### src/rtl/btm_pkg.sv
package btm_pkg;
  typedef enum logic {
    ST_IDLE = 1'b0,
    ST_BUSY = 1'b1
  } btm_state_e;
endpackage

### src/rtl/btm_limit_reg.sv
module btm_limit_reg #(
  parameter int LIMIT_W = 8,
  localparam int CNT_W  = LIMIT_W + 1
) (
  input  logic               clk,
  input  logic               rst,
  input  logic               load_i,
  input  logic [LIMIT_W-1:0] limit_i,
  output logic [CNT_W-1:0]   lim_eff_o
);
  localparam logic [CNT_W-1:0] FULL_SPAN = CNT_W'(1) << LIMIT_W;

  logic [LIMIT_W-1:0] lim_q;

  always_ff @(posedge clk) begin
    if (rst)         lim_q <= '0;
    else if (load_i) lim_q <= limit_i;
  end

  // A zero setting means the full span
  always_comb begin
    if (lim_q == '0) lim_eff_o = FULL_SPAN;
    else             lim_eff_o = {1'b0, lim_q};
  end

  // the effective limit is never zero and never above the full span
  assert_lim_range_R7: assert property (@(posedge clk) disable iff (rst)
    (lim_eff_o != '0) && (lim_eff_o <= FULL_SPAN));

  // the captured value only changes on a load
  assert_lim_hold_R11: assert property (@(posedge clk) disable iff (rst)
    !load_i |=> $stable(lim_eff_o));
endmodule

### src/rtl/btm_elapsed_ctr.sv
module btm_elapsed_ctr #(
  parameter int CNT_W = 9
) (
  input  logic             clk,
  input  logic             rst,
  input  logic             clear_i,
  input  logic             run_i,
  input  logic [CNT_W-1:0] lim_eff_i,
  output logic             expire_o
);
  logic [CNT_W-1:0] cnt_q;
  logic [CNT_W-1:0] cnt_inc;

  assign cnt_inc  = cnt_q + CNT_W'(1);
  assign expire_o = run_i && (cnt_inc == lim_eff_i);

  always_ff @(posedge clk) begin
    if (rst)                       cnt_q <= '0;
    else if (clear_i)              cnt_q <= '0;
    else if (run_i && !expire_o)   cnt_q <= cnt_inc;
  end

  // a running count stays below the limit
  assert_cnt_below_limit_R3: assert property (@(posedge clk) disable iff (rst)
    run_i |-> (cnt_q < lim_eff_i));

  // every new window starts from zero
  assert_clear_zero_R8: assert property (@(posedge clk) disable iff (rst)
    clear_i |=> (cnt_q == '0));
endmodule

### src/rtl/btm_cycle_ctrl.sv
module btm_cycle_ctrl
  import btm_pkg::*;
(
  input  logic clk,
  input  logic rst,
  input  logic en_i,
  input  logic start_i,
  input  logic internal_i,
  input  logic term_i,
  input  logic expire_i,
  output logic accept_o,
  output logic run_o,
  output logic busy_o,
  output logic err_o
);
  btm_state_e state_q, state_d;
  logic       err_q;

  assign busy_o   = (state_q == ST_BUSY);
  assign accept_o = en_i && (state_q == ST_IDLE) && start_i && internal_i;
  assign run_o    = en_i && (state_q == ST_BUSY) && !term_i;
  assign err_o    = err_q;

  always_comb begin
    state_d = state_q;
    if (!en_i) begin
      state_d = ST_IDLE;
    end else begin
      unique case (state_q)
        ST_IDLE: if (accept_o)            state_d = ST_BUSY;
        ST_BUSY: if (term_i || expire_i)  state_d = ST_IDLE;
        default:                          state_d = ST_IDLE;
      endcase
    end
  end

  always_ff @(posedge clk) begin
    if (rst) begin
      state_q <= ST_IDLE;
      err_q   <= 1'b0;
    end else begin
      state_q <= state_d;
      err_q   <= expire_i;
    end
  end

  // the error pulse lasts one clock
  assert_err_single_R8: assert property (@(posedge clk) disable iff (rst)
    err_q |=> !err_q);

  // a low enable gives no error on the next clock
  assert_disabled_quiet_R10: assert property (@(posedge clk) disable iff (rst)
    !en_i |=> (!err_q && !busy_o));

  // a termination closes the window without an error
  assert_term_no_err_R4: assert property (@(posedge clk) disable iff (rst)
    (busy_o && term_i) |=> (!err_q && !busy_o));

  // a start from an external master does not open a window
  assert_ext_ignored_R2: assert property (@(posedge clk) disable iff (rst)
    (!busy_o && start_i && !internal_i) |=> !busy_o);

  // an open window survives a further start strobe
  assert_restart_ignored_R9: assert property (@(posedge clk) disable iff (rst)
    (busy_o && en_i && start_i && !term_i && !expire_i) |=> busy_o);
endmodule

### src/rtl/bus_timeout_monitor.sv
module bus_timeout_monitor #(
  parameter int LIMIT_W = 8
) (
  input  logic               clk,
  input  logic               rst,
  input  logic               enable_i,
  input  logic               start_i,
  input  logic               internal_i,
  input  logic               ack_i,
  input  logic               bus_err_i,
  input  logic               retry_i,
  input  logic [LIMIT_W-1:0] limit_i,
  output logic               timeout_err_o
);
  localparam int CNT_W = LIMIT_W + 1;

  logic             term;
  logic             accept;
  logic             run;
  logic             busy;
  logic             expire;
  logic [CNT_W-1:0] lim_eff;

  // any of the three endings closes the window
  assign term = ack_i || bus_err_i || retry_i;

  btm_limit_reg #(.LIMIT_W(LIMIT_W)) u_limit (
    .clk       (clk),
    .rst       (rst),
    .load_i    (accept),
    .limit_i   (limit_i),
    .lim_eff_o (lim_eff)
  );

  btm_elapsed_ctr #(.CNT_W(CNT_W)) u_ctr (
    .clk       (clk),
    .rst       (rst),
    .clear_i   (accept),
    .run_i     (run),
    .lim_eff_i (lim_eff),
    .expire_o  (expire)
  );

  btm_cycle_ctrl u_ctrl (
    .clk        (clk),
    .rst        (rst),
    .en_i       (enable_i),
    .start_i    (start_i),
    .internal_i (internal_i),
    .term_i     (term),
    .expire_i   (expire),
    .accept_o   (accept),
    .run_o      (run),
    .busy_o     (busy),
    .err_o      (timeout_err_o)
  );

  // a timeout leaves the monitor idle
  assert_err_then_idle_R3: assert property (@(posedge clk) disable iff (rst)
    timeout_err_o |-> !busy);
endmodule

### config.mk
export PLATFORM = sky130hd
export DESIGN_NAME = bus_timeout_monitor
export DESIGN_NICKNAME = d
export VERILOG_FILES = /design/src/rtl/btm_pkg.sv /design/src/rtl/btm_limit_reg.sv /design/src/rtl/btm_elapsed_ctr.sv /design/src/rtl/btm_cycle_ctrl.sv /design/src/rtl/bus_timeout_monitor.sv
export SDC_FILE = /design/constraint.sdc
export NUM_CORES = 1
export LEC_CHECK = 0
export ABC_AREA = 1
export BUFFER_PORTS_ARGS = -buffer_cell sky130_fd_sc_hd__clkbuf_2
export CAP_MARGIN = 20
export CORE_MARGIN = 4
export CORE_UTILIZATION = 55
export CTS_BUF_LIST = sky130_fd_sc_hd__clkbuf_4
export CTS_CLUSTER_SIZE = 40
export DETAILED_ROUTE_END_ITERATION = 16
export GPL_TIMING_DRIVEN = 0
export PLACE_DENSITY = 0.77
export SLEW_MARGIN = 20
export SYNTH_ARGS = -nofsm -noshare
export SYNTH_HDL_FRONTEND = slang
export SYNTH_SLANG_ARGS = --single-unit
### constraint.sdc
create_clock -name clk -period 2.45 [get_ports clk]
set_input_delay 0.49 -clock clk [delete_from_list [all_inputs] [get_ports clk]]
set_output_delay 0.49 -clock clk [all_outputs]
set_load 0.005 [all_outputs]
==> results_dict.tcl <==
set metrics [dict create \
    post_cts_buffers 0 \
    fin_ws_ns 0.401 \
    drt_iter0_drc 41 \
    fillers 197 \
    grt_pass1_vias 1225 \
    die_w_um 55.3 \
    fin_nets 233 \
    ys_seq_area_frac 0.310 \
    cts_root_buf "clkbuf_4" \
    worst_ep_required_time_ns 2.65 \
    die_h_um 55.3 \
    min_period_over_period 0.836 \
    ys_types 21 \
    drive_above_1_share 0.186 \
    crit_arrival_ns 2.25 \
    antenna_found_initial 0 \
    path_max_fanout 10 \
    core_um2 2040 \
    firstDrtPassIters 4 \
    htreeDepth 1 \
    report.final.hold_viol_count 0 \
    status "finished clean" \
    numCtsBuffers 3 \
    synth_nets 212 \
    clk_path_buf_depth 2 \
    p_leak_nw 0.592 \
    power.density_nw_per_um2 420 \
    wl_per_cell_um 12.1 \
    vias_per_cell 5.43 \
    globalplace.congestion 0.821 \
    finalCriticalPeriod_ns 2.05 \
    maxSlewHeadroom 0.692 \
    regToRegSetupSlack_ns 0.40 \
    slew_violations 0 \
    postRouteAntennaNets 0 \
    crit_type "register to register" \
    cts_resized 0 \
    totalNegativeSetupSlack_ns 0 \
    maxCapViolCount 0 \
    synthCells 195 \
    numPortBuffers 16 \
    grt_first_pass_wirelength_mm 5.06 \
    dp_hpwl_mm 2.44 \
    ys_seq_elements 19 \
    fmax_mhz 488 \
    preCtsSetupSlack_ns 0.444 \
    grt_max_degree 11 \
    placed_area_um2 1340 \
    min_path_type "input port to register" \
    grt_overflow 0 \
    ios 17 \
    synth_area_per_cell_um2 6.30 \
    vias 1314 \
    finalSetupViolations 0 \
    drc 0 \
    tightest_slew_ns 0.462 \
    wl_mm 2.92 \
    end_kind "register" \
    yosys_warnings 0 \
    finClkSkew_ns 0.00901 \
    holdBufCountCts 0 \
    rows 16 \
    clock_latency_ns 0.30 \
    cts_tree "done" \
    ir_drop_mv 0.255 \
    syn_area_um2 1230 \
    start_util 0.602 \
    n_antenna_cell 0 \
    grt_use_total 0.200 \
    fin_util 0.672 \
    whs_ns 0.387 \
    area_delta_synth_final_pct 11.7 \
    critPathLaunchType "register" \
    clkSinkCount 19 \
    grt_setup_unrepaired "no" \
    clk_pin_slew_ns 0.11 \
    die-area_um2 3050 \
    stdcell_area_um2 1370 \
]
[critical path, cell delays in order (launching register included)]
cell and delay [ns]:
dfxtp_1 0.45, ha_1 0.30, nand2_2 0.15, nand3_1 0.11, nand2_1 0.05, nor2_1 0.16, nand3_1 0.12, nor2_2 0.16
nand3_4 0.11, buf_6 0.16, a21oi_1 0.11, nor2_1 0.06
[cell usage in the layout, fill, tap and decap left out]
| cell | synthesis | final |
|---|---|---|
| nor3_1 | 1 | 1 |
| inv_1 | 27 | 27 |
| nand3_1 | 26 | 26 |
| nand3_2 | 3 | 3 |
| nand3b_1 | 1 | 1 |
| clkbuf_1 | 2 | 2 |
| clkbuf_4 | 0 | 4 |
| nor2_2 | 3 | 3 |
| buf_6 | 1 | 1 |
| dfxtp_1 | 19 | 19 |
| o21ai_0 | 10 | 10 |
| xnor2_1 | 1 | 1 |
| nand2_1 | 47 | 47 |
| nand4_1 | 5 | 5 |
| clkinv_2 | 1 | 1 |
| buf_2 | 1 | 1 |
| nor2_1 | 18 | 18 |
| clkbuf_2 | 0 | 16 |
| nand2_2 | 7 | 7 |
| ha_1 | 1 | 1 |
| nor2_4 | 3 | 3 |
| a21oi_1 | 17 | 17 |
| nand3_4 | 1 | 1 |
[logic make-up after synthesis]
family	share of synthesized area
and+or+nand+nor	0.457
adders and majority gates	0.0102
buffers and inverters	0.106
xor gates and xnor gates	0.00713
DFF	0.310
AOI/OAI and AO/OA	0.110
[report_power, final]
| group | switching (W) | total, W | internal, W |
|---|---|---|---|
| Sequential | 0.00000549 | 0.000322 | 0.000316 |
| Clock | 0.0000970 | 0.000171 | 0.0000745 |
| Combinational | 0.0000496 | 0.0000838 | 0.0000342 |
[cell usage after synthesis, drive strengths merged]
cell type	number	area, um2
nand2	54	220
nand3	30	178
inv	27	101
nor2	24	120
dfxtp	19	380
a21oi	17	85.1
o21ai	10	50.1
nand4	5	31.3
buf	2	16.3
clkbuf	2	7.51
clkinv	1	5.00
ha	1	12.5
nand3b	1	7.51
nor3	1	5.00
xnor2	1	8.76
[registers in the layout (all words and copies together) (netlist names)]
signal and cells:
u_ctr.cnt_q 9, u_ctrl.busy_o 1, u_ctrl.err_o 1, u_limit.lim_q 8
[layout make-up]
| type | instances | area [um2] | share of cell area |
|---|---|---|---|
| multi-input cells | 144 | 718 | 0.523 |
| flip-flops and latches | 19 | 380 | 0.277 |
| inverters | 28 | 106 | 0.0775 |
| repair buffers | 16 | 80.1 | 0.0583 |
| well taps | 27 | 33.8 | 0.0246 |
| clock buffers | 4 | 30.0 | 0.0219 |
| plain buffers | 4 | 23.8 | 0.0173 |
[routing by layer]
metal | wire, um | GRT usage | up-vias
met1 | 1260 | 0.246 | 606
met5 | 0 | 0 | -
li1 | - | - | 667
met2 | 1500 | 0.350 | 36
met4 | 33 | 0.0799 | 0
met3 | 131 | 0.0256 | 5
[path summary, 6_finish.rpt]
kind                                  startpoint          endpoint  depth (start not counted)
worst min register to register  u_limit.lim_q[5]  u_limit.lim_q[5]                          2
worst min-delay path                         rst      u_ctrl.err_o                          2
worst max-delay path              u_ctr.cnt_q[0]    u_ctr.cnt_q[7]                         11
worst max register to register    u_ctr.cnt_q[0]    u_ctr.cnt_q[7]                         11
[stage by stage]
stage / cells / power (W)
5_1_grt: 242 / 0.000607
4_1_cts: 242 / 0.000581
2_1_floorplan: 195 / 0.000387
3_5_place_dp: 238 / 0.000412
6_report: 242 / 0.000577
3_3_place_gp: 238 / 0.000410
No activity file was read; power rests on OpenSTA's default activity.
